File: src/rtl/tdm_arb_pkg.sv
package tdm_arb_pkg;
   typedef enum logic {
      CFG_SLOT  = 1'b0,
      CFG_BURST = 1'b1
   } cfg_kind_e;
endpackage

File: src/rtl/tdm_slot_table.sv
module tdm_slot_table #(
   parameter int N_SLOTS = 64,
   parameter int IDX_W   = 4,
   parameter int SW      = 6
) (
   input  logic             clk,
   input  logic             rst_n,
   input  logic             we,
   input  logic [SW-1:0]    waddr,
   input  logic [IDX_W-1:0] wdata,
   input  logic [SW-1:0]    raddr,
   output logic [IDX_W-1:0] rdata
);
   logic [IDX_W-1:0] entry_q [N_SLOTS];

   always_ff @(posedge clk) begin
      if (!rst_n) begin
         for (int s = 0; s < N_SLOTS; s++) entry_q[s] <= '1;
      end else if (we) begin
         entry_q[waddr] <= wdata;
      end
   end

   assign rdata = entry_q[raddr];
endmodule

File: src/rtl/tdm_burst_regs.sv
module tdm_burst_regs #(
   parameter int N_CLIENTS = 15,
   parameter int IDX_W     = 4,
   parameter int SW        = 6,
   parameter int BURST_W   = 4,
   parameter int DEF_BURST = 3
) (
   input  logic               clk,
   input  logic               rst_n,
   input  logic               we,
   input  logic [SW-1:0]      waddr,
   input  logic [BURST_W-1:0] wdata,
   input  logic [IDX_W-1:0]   sel,
   output logic [BURST_W-1:0] lim
);
   logic [BURST_W-1:0] lim_q [N_CLIENTS];

   for (genvar c = 0; c < N_CLIENTS; c++) begin : g_client
      always_ff @(posedge clk) begin
         if (!rst_n)                           lim_q[c] <= BURST_W'(DEF_BURST);
         else if (we && waddr == SW'(c))       lim_q[c] <= wdata;
      end
   end

   always_comb begin
      lim = '0;
      for (int c = 0; c < N_CLIENTS; c++)
         if (sel == IDX_W'(c)) lim = lim_q[c];
   end
endmodule

File: src/rtl/tdm_grant_pick.sv
module tdm_grant_pick #(
   parameter int N_CLIENTS = 15,
   parameter int IDX_W     = 4
) (
   input  logic [N_CLIENTS-1:0] req,
   input  logic [IDX_W-1:0]     owner,
   output logic                 any,
   output logic [IDX_W-1:0]     win
);
   logic own_hit;

   always_comb begin
      own_hit = 1'b0;
      for (int c = 0; c < N_CLIENTS; c++)
         if (owner == IDX_W'(c) && req[c]) own_hit = 1'b1;
   end

   always_comb begin
      any = |req;
      win = '0;
      if (own_hit) begin
         win = owner;
      end else begin
         for (int c = N_CLIENTS - 1; c >= 0; c--)
            if (req[c]) win = IDX_W'(c);
      end
   end
endmodule

File: src/rtl/tdm_slot_arbiter.sv
module tdm_slot_arbiter
   import tdm_arb_pkg::*;
#(
   parameter int N_CLIENTS = 15,
   parameter int N_SLOTS   = 64,
   parameter int BURST_W   = 4,
   parameter int DEF_BURST = 3,
   localparam int IDX_W    = $clog2(N_CLIENTS + 1),
   localparam int SW       = $clog2(N_SLOTS),
   localparam int DW       = (IDX_W > BURST_W) ? IDX_W : BURST_W
) (
   input  logic                 clk,
   input  logic                 rst_n,
   input  logic [N_CLIENTS-1:0] req,
   input  logic                 wr_en,
   input  logic                 wr_kind,
   input  logic [SW-1:0]        wr_addr,
   input  logic [DW-1:0]        wr_data,
   output logic [N_CLIENTS-1:0] gnt,
   output logic [SW-1:0]        slot_ptr
);
   if (N_CLIENTS < 2) begin : g_bad_clients
      $error("N_CLIENTS must be at least 2");
   end
   if (N_SLOTS < 2) begin : g_bad_slots
      $error("N_SLOTS must be at least 2");
   end
   if (SW < IDX_W) begin : g_bad_addr
      $error("slot address too narrow to select a client");
   end
   if (DEF_BURST >= (1 << BURST_W)) begin : g_bad_def
      $error("DEF_BURST does not fit in BURST_W");
   end

   logic                 busy_q;
   logic [IDX_W-1:0]     cur_q;
   logic [BURST_W-1:0]   beat_q;
   logic [N_CLIENTS-1:0] gnt_q;
   logic [SW-1:0]        ptr_q;
   logic [SW-1:0]        ptr_nxt;
   logic [IDX_W-1:0]     owner;
   logic [IDX_W-1:0]     win;
   logic                 any_req;
   logic [BURST_W-1:0]   lim;
   logic                 own_req;
   logic                 slot_we;
   logic                 burst_we;

   assign slot_we  = wr_en && (cfg_kind_e'(wr_kind) == CFG_SLOT);
   assign burst_we = wr_en && (cfg_kind_e'(wr_kind) == CFG_BURST);
   assign own_req  = |(req & gnt_q);

   tdm_slot_table #(.N_SLOTS(N_SLOTS), .IDX_W(IDX_W), .SW(SW)) u_table (
      .clk   (clk),
      .rst_n (rst_n),
      .we    (slot_we),
      .waddr (wr_addr),
      .wdata (wr_data[IDX_W-1:0]),
      .raddr (ptr_q),
      .rdata (owner)
   );

   tdm_burst_regs #(.N_CLIENTS(N_CLIENTS), .IDX_W(IDX_W), .SW(SW),
                    .BURST_W(BURST_W), .DEF_BURST(DEF_BURST)) u_burst (
      .clk   (clk),
      .rst_n (rst_n),
      .we    (burst_we),
      .waddr (wr_addr),
      .wdata (wr_data[BURST_W-1:0]),
      .sel   (cur_q),
      .lim   (lim)
   );

   tdm_grant_pick #(.N_CLIENTS(N_CLIENTS), .IDX_W(IDX_W)) u_pick (
      .req   (req),
      .owner (owner),
      .any   (any_req),
      .win   (win)
   );

   if ((1 << SW) == N_SLOTS) begin : g_wrap_pow2
      assign ptr_nxt = ptr_q + 1'b1;
   end else begin : g_wrap_cmp
      assign ptr_nxt = (ptr_q == SW'(N_SLOTS - 1)) ? '0 : ptr_q + 1'b1;
   end

   always_ff @(posedge clk) begin
      if (!rst_n) begin
         busy_q <= 1'b0;
         cur_q  <= '0;
         beat_q <= '0;
         gnt_q  <= '0;
         ptr_q  <= '0;
      end else if (busy_q) begin
         if (!own_req || beat_q == lim) begin
            busy_q <= 1'b0;
            gnt_q  <= '0;
            ptr_q  <= ptr_nxt;
         end else begin
            beat_q <= beat_q + 1'b1;
         end
      end else if (any_req) begin
         busy_q <= 1'b1;
         cur_q  <= win;
         beat_q <= '0;
         for (int c = 0; c < N_CLIENTS; c++) gnt_q[c] <= (win == IDX_W'(c));
      end else begin
         ptr_q <= ptr_nxt;
      end
   end

   assign gnt      = gnt_q;
   assign slot_ptr = ptr_q;
endmodule

File: config.mk
export PLATFORM = sky130hd
export DESIGN_NAME = tdm_slot_arbiter
export DESIGN_NICKNAME = d
export VERILOG_FILES = /design/src/rtl/tdm_arb_pkg.sv /design/src/rtl/tdm_slot_table.sv /design/src/rtl/tdm_burst_regs.sv /design/src/rtl/tdm_grant_pick.sv /design/src/rtl/tdm_slot_arbiter.sv
export SDC_FILE = /design/constraint.sdc
export NUM_CORES = 1
export LEC_CHECK = 0
export ABC_AREA = 1
export BUFFER_PORTS_ARGS = -buffer_cell sky130_fd_sc_hd__buf_2
export CAP_MARGIN = 10
export CORE_AREA = 2 2 207 230
export DETAILED_ROUTE_END_ITERATION = 10
export DIE_AREA = 0 0 209 232
export GPL_TIMING_DRIVEN = 0
export PLACE_DENSITY = 0.56
export RECOVER_POWER = 100
export SKIP_CTS_REPAIR_TIMING = 1
export SLEW_MARGIN = 20
export SYNTH_ARGS = -nofsm -noshare
export SYNTH_HDL_FRONTEND = slang
export SYNTH_SLANG_ARGS = --single-unit
File: constraint.sdc
create_clock -name clk -period 3.05 [get_ports clk]
set_input_delay 0.305 -clock clk [delete_from_list [all_inputs] [get_ports clk]]
set_output_delay 0.305 -clock clk [all_outputs]
set_load 0.02 [all_outputs]
==> results of run 1 <==
state kept, by name, summed over array words and instances (netlist names), named ones only:
| signal | cells |
|---|---|
| u_burst.lim_q | 60 |
| gnt | 15 |
| u_table.entry_q | 256 |
| beat_q | 4 |
| cur_q | 4 |
| busy_q | 1 |
| slot_ptr | 6 |
worst max path at each step:
stage          startpoint      end  slack, ns  cells after the start
2_1_floorplan    register  gnt[12]       0.61                     22
3_3_place_gp     register  gnt[14]      -0.47                     20
3_5_place_dp     register  gnt[14]      -0.52                     20
4_1_cts          register  gnt[14]      -0.53                     20
5_1_grt          register   gnt[7]      -0.11                     21
6_report         register   gnt[6]       0.04                     23
routing by layer:
layer | up-vias | routed length [um]
met5 | - | 0
met4 | 0 | 3239
met3 | 172 | 5472
met2 | 774 | 29040
met1 | 7232 | 23770
li1 | 6897 | -
final cells by class:
cell class / count / area, sq um / area share, %
Tap cell: 595 / 744.5 / 3.611
Timing Repair Buffer: 71 / 564.3 / 2.737
Sequential cell: 352 / 10220 / 49.59
Antenna cell: 1 / 2.502 / 0.01214
Multi-Input combinational cell: 1417 / 6424 / 31.16
Inverter: 131 / 501.7 / 2.434
Clock buffer: 49 / 1056 / 5.122
Clock inverter: 21 / 176.4 / 0.8557
Buffer: 114 / 923.4 / 4.479
critical path, cell delays in order, from the launching register on:
cell and delay, ns:
dfxtp_4 0.38, inv_6 0.10, clkbuf_16 0.20, clkbuf_16 0.17, nand2_1 0.06, nand3_1 0.08, nand3_1 0.09, nand2_1 0.09
nand2_1 0.10, nand3_2 0.10, nand3_2 0.10, nand2_4 0.18, inv_4 0.08, nand3_1 0.10, nand3_2 0.10, nand2_2 0.08
inv_2 0.04, nor2_4 0.13, nand2_4 0.11, o21ai_4 0.26, nand2_2 0.12, nor2_1 0.13, nor2_1 0.05, nor2_1 0.09
Yosys cell counts (2+ instances only):
library cell  instances
a21oi_1              34
buf_1                 2
buf_2                21
buf_4                14
buf_6                16
clkbuf_1             61
clkinv_1              4
dfxtp_1              36
edfxtp_1            316
ha_1                  2
inv_1               114
inv_2                13
nand2_1             789
nand2_2               6
nand2_4               3
nand3_1             273
nand3_2               2
nand4_1              13
nor2_1              180
nor2_2                5
nor3_1               11
nor4_1                2
o21ai_0              68
o21bai_1              4
or2_2                 6
xor2_1                5
power breakdown:
group          internal [mW]  switching (mW)  total [mW]
Sequential              5.54           0.175        5.72
Combinational           1.52            3.00        4.52
Clock                   2.70            1.95        4.66
metrics by stage:
stage,utilization [%],power (mW),hold WS (ns)
after floorplan,-,8.017,0.4532
after global placement,39.71,9.351,0.4732
after detailed placement,39.71,9.362,0.4754
after CTS,42.38,13.95,0.3163
after global routing,44.61,15.42,0.3357
final,44.61,14.90,0.3287
kinds of logic after synthesis:
kind of cell,count (synthesis)
AOI/OAI and AO/OA,115
xor gates and xnor gates,5
adders and majority gates,2
buffers and inverters,246
DFF,352
and+or+nand+nor,1294
layout by cell type (no fill, tap or decap), types with 9 or more instances in the layout:
cell type and n:
a21oi_1 29, buf_12 17, buf_2 31, buf_4 18, buf_6 14, clkbuf_1 90, clkbuf_16 50, clkinv_1 12
dfxtp_1 30, edfxtp_1 316, inv_1 110, inv_2 14, nand2_1 769, nand2_2 20, nand2_4 9, nand3_1 240
nand3_2 32, nand4_1 13, nor2_1 169, nor2_2 11, nor3_1 9, o21ai_0 67
==> results.sh, run 1 <==
export IMPL_status="finished, final reports clean"
export IMPL_synth_async_reset_ratio_pct=0
export IMPL_muxShareOfSynthArea_pct=0
export IMPL_power_density_nw_per_um2=722.7
export IMPL_area_growth_pct=18.67
export IMPL_synth_edff_count=316
export IMPL_path_class="register to register"
export IMPL_setup_slack_ns=0.04085
export IMPL_rsz0062_at_grt="yes"
export IMPL_yosysTopAreaCell="edfxtp_1"
export IMPL_holdPathEnd="u_burst.lim_q[1][13]"
export IMPL_dp_hpwl_mm=42.00
export IMPL_seq_area_frac_synth_pct=58.77
export IMPL_crit_path_start_kind="register"
export IMPL_ir_worst_vdd_v=0.0003084
export IMPL_cts_root_buf="clkbuf_16"
export IMPL_hold_viol_final=0
export IMPL_drv_slew=0
export IMPL_grt_pass1_wl_mm=87.04
export IMPL_numCtsBuffers=38
export IMPL_synthesis_nets=2045
export IMPL_wl_mm=61.52
export IMPL_synth_xor_area_share_pct=0.2521
export IMPL_vias_per_cell=5.480
export IMPL_synthAdderAreaFrac_pct=0.1440
export IMPL_synth_area_leaders="edfxtp_1 (55%), nand2_1 (17%), nand3_1 (7.9%), dfxtp_1 (4.1%), nor2_1 (3.9%)"
export IMPL_yosys_warnings=0
export IMPL_slew_headroom_pct=36.22
export IMPL_synth_area_sq_um=17370
export IMPL_final_area_sq_um=20620
export IMPL_final_nets=2156
export IMPL_cts_tree="done"
export IMPL_dieHeight_um=232
export IMPL_synthCells=2014
export IMPL_start_util_pct=37.59
export IMPL_synth_flop_cell="edfxtp_1"
export IMPL_hold_path_class="input port to register"
export IMPL_gp_congestion=0.9292
export IMPL_globalRouteMet1Util_pct=31.40
export IMPL_clk_pin_slew_worst_paths_ns=0.06
export IMPL_critPathMaxFanout=8
export IMPL_core_region_area_sq_um=46210
export IMPL_dr_pass1_iters=6
export IMPL_overflow=0
export IMPL_min_period_over_period_pct=98.66
export IMPL_worst_slew_pin_slew_ns=0.9567
export IMPL_rows=83
export IMPL_dp_cells=2656
export IMPL_top_usage_layer="met2"
export IMPL_r2r_slack_ns=0.04
export IMPL_dr_total_vias=15080
export IMPL_synthDistinctLibCells=40
export IMPL_grt_max_degree=14
export IMPL_synth_area_per_cell_sq_um=8.626
export IMPL_wl_per_cell_um=22.36
export IMPL_crit_required_ns=3.53
export IMPL_synth_simple_area_share_pct=30.76
export IMPL_insertion_delay_ns=0.55
export IMPL_grt_pass1_vias=13940
export IMPL_min_delay_start="wr_addr[1]"
export IMPL_io_pins=50
export IMPL_fin_cells=2751
export IMPL_synth_top_family_by_area="simple AND/OR/NAND/NOR gates"
export IMPL_hold_depth=4
export IMPL_cp_arrival_ns=3.49
export IMPL_synth_compound_area_share_pct=3.587
export IMPL_fp_dieW_um=209
export IMPL_final_min_clock_period_ns=3.009
export IMPL_cts_max_path_buffers=3
export IMPL_clock_skew_ns=0.01484
export IMPL_place_ws_ns=-0.5218
export IMPL_cts_sinks=352
export IMPL_r2r_end="gnt[6]"
export IMPL_cp_end_kind="register"
export IMPL_ant_nets=0
export IMPL_drtIter0Drc=1730
export IMPL_place_area_sq_um=18350
export IMPL_nFillCells=4434
export IMPL_layout_drive_gt1_share_pct=12.90
export IMPL_p_leak_nw=7.650
export IMPL_fmax_mhz=332.3
export IMPL_die_area_sq_um=48490
export IMPL_grtUsageMet3_pct=3.882
export IMPL_ys_ff_latch=352
export IMPL_synth_top_area_share_pct=54.62
export IMPL_gr_usage_met2_pct=40.60
export IMPL_grt_usage_pct=24.41
export IMPL_worst_r2r_path_depth=23
export IMPL_htreeDepth=2
export IMPL_cap_violations=0
export IMPL_port_buffers=47
export IMPL_drcViolationCount=0
export IMPL_finalSetupViolations=0
export IMPL_fin_setup_tns_ns=0
export IMPL_antenna_found_initial=1
Note: power is estimated with default switching activity, not from simulation.
==> inputs of run 2 (changes only) <==
==> constraint.sdc (replaced) <==
create_clock -name clk -period 3.05 [get_ports clk]
set_input_delay 0.61 -clock clk [delete_from_list [all_inputs] [get_ports clk]]
set_output_delay 0.61 -clock clk [all_outputs]
set_load 0.02 [all_outputs]
==> run 2 against run 1 <==
Design area fell by 0.53%. Critical endpoint is now gnt[1]. Global-route usage did not move. Sequential share of layout area rose by 0.26 points. Clock power barely moved. Register-to-register slack improved by 0.06 ns. First-iteration DRC count fell by 1.7%. Count of clock-buffer cells in the layout did not move. Via count fell by 0.94%. Wire length fell by 1.1%. Die area did not move. Largest power group unchanged. Hold slack improved by 0.16 ns.
==> results.sh, run 2 (same netlist as run 1, synthesis figures left out) <==
export IMPL_worst_r2r_path_depth=24
export IMPL_dieHeight_um=232
export IMPL_fin_cells=2744
export IMPL_dp_hpwl_mm=42.00
export IMPL_start_util_pct=37.59
export IMPL_final_nets=2149
export IMPL_clk_pin_slew_worst_paths_ns=0.06
export IMPL_drv_slew=0
export IMPL_port_buffers=47
export IMPL_wl_mm=60.86
export IMPL_area_growth_pct=18.05
export IMPL_cpMaxStageDelayCell="dfxtp_4"
export IMPL_cts_max_path_buffers=3
export IMPL_finalSetupViolations=0
export IMPL_layout_drive_gt1_share_pct=13.13
export IMPL_grt_pass1_vias=13940
export IMPL_hold_depth=2
export IMPL_cts_sinks=352
export IMPL_min_delay_start="gnt[9]"
export IMPL_largest_reg_flops=256
export IMPL_hold_viol_final=0
export IMPL_slowest_delay_ns=0.38
export IMPL_cts_tree="done"
export IMPL_holdPathEnd="gnt[9]"
export IMPL_final_common_cell="nand2_1"
export IMPL_power_density_nw_per_um2=721.5
export IMPL_final_min_clock_period_ns=2.948
export IMPL_die_area_sq_um=48490
export IMPL_path_cells="inv_6, buf_12, buf_8, nand2_1, nand3_1, nand3_1, nand2_2, nand2_1, nand3_2, nand3_2, nand2_4, buf_6, nand3_1, nand3_1, nand2_1, nand2_1, inv_2, nand2_4, nand2_1, nand2_4, inv_1, nor2_2, nand3_1, a21oi_1"
export IMPL_rsz0062_at_grt="yes"
export IMPL_cp_arrival_ns=3.42
export IMPL_slew_headroom_pct=37.47
export IMPL_wl_per_cell_um=22.18
export IMPL_crit_path_start_kind="register"
export IMPL_rows=83
export IMPL_mostFrequentLayoutCells="nand2_1 (766), edfxtp_1 (316), nand3_1 (229)"
export IMPL_status="finished, final reports clean"
export IMPL_cp_end_kind="register"
export IMPL_numCtsBuffers=38
export IMPL_final_core_util_pct=44.38
export IMPL_crit_required_ns=3.52
export IMPL_drtIter0Drc=1700
export IMPL_largest_register="u_table.entry_q"
export IMPL_hold_ws_ns=0.4839
export IMPL_drcViolationCount=0
export IMPL_critPathMaxFanout=10
export IMPL_r2r_slack_ns=0.10
export IMPL_dr_total_vias=14930
export IMPL_antenna_found_initial=1
export IMPL_vias_per_cell=5.442
export IMPL_fp_dieW_um=209
export IMPL_ir_worst_vdd_v=0.0003128
export IMPL_fmax_mhz=339.2
export IMPL_grt_pass1_wl_mm=87.04
export IMPL_dp_cells=2656
export IMPL_overflow=0
export IMPL_gp_congestion=0.9292
export IMPL_cts_root_buf="clkbuf_16"
export IMPL_min_period_over_period_pct=96.66
export IMPL_worst_slew_pin_slew_ns=0.9380
export IMPL_ant_nets=0
export IMPL_grt_max_degree=14
export IMPL_htreeDepth=2
export IMPL_r2r_end="gnt[1]"
export IMPL_dr_pass1_iters=7
export IMPL_path_class="register to register"
export IMPL_io_pins=50
export IMPL_grt_usage_pct=24.41
export IMPL_insertion_delay_ns=0.55
export IMPL_cap_violations=0
export IMPL_p_leak_nw=7.608
export IMPL_hold_path_class="register to register"
export IMPL_clock_skew_ns=0.01278
export IMPL_core_region_area_sq_um=46210
[run 2: cell count changes in the layout (fill, tap and decap cells not counted), moves of 4 or more]
cell       change
nand3_1       -11
nand3_2       +14
clkbuf_16      -5
buf_6          -4
[run 2: critical path: cells and delay by family, from the launching register on]
family / cells / cell delay (ns)
and+or+nand+nor: 17 / 1.65
buffers and inverters: 6 / 0.71
DFF: 1 / 0.38
AOI/OAI and AO/OA: 1 / 0.13
[run 2: report_power, final]
part           leakage (nW)  switching (mW)  internal [mW]
sequential             3.46           0.177           5.54
clock                 0.605            1.96           2.70
combinational          3.54            2.96           1.45
[run 2: layout make-up]
| class | instances | area (sq um) |
|---|---|---|
| diodes | 1 | 2.502 |
| plain buffers | 114 | 939.7 |
| clock buffers | 49 | 1056 |
| clock inverters | 21 | 176.4 |
| fillers | 4453 | 25700 |
| inverters | 131 | 501.7 |
| multi-input cells | 1416 | 6439 |
| flip-flops and latches | 352 | 10220 |
| well taps | 595 | 744.5 |
| repair buffers | 65 | 424.2 |
[run 2: how the worst max path moves through the flow]
stage               startpoint                      to  slack, ns
floorplan             register                 gnt[12]       0.61
global placement    wr_addr[3]  u_table.entry_q[40][3]      -0.59
detailed placement  wr_addr[3]  u_table.entry_q[41][3]      -0.58
CTS                   register                 gnt[14]      -0.53
global route          register                  gnt[6]       -0.1
finish                register                  gnt[1]       0.10
[run 2: through the flow]
| stage | setup slack [ns] | power, mW | TNS, ns | area (sq um) |
|---|---|---|---|---|
| floorplan | 0.6112 | 8.017 | 0 | 17370 |
| global placement | -0.5874 | 9.351 | -58.58 | 18350 |
| detailed placement | -0.5847 | 9.362 | -64.00 | 18350 |
| CTS | -0.5335 | 13.95 | -9.676 | 19590 |
| global route | -0.09657 | 15.32 | -0.8589 | 20510 |
| finish | 0.1019 | 14.80 | 0 | 20510 |
[run 2: layer usage]
metal	track usage, %	wire length, um
met1	31.40	24130
met2	40.60	28910
met3	3.882	4942
met4	11.09	2878
met5	0	0
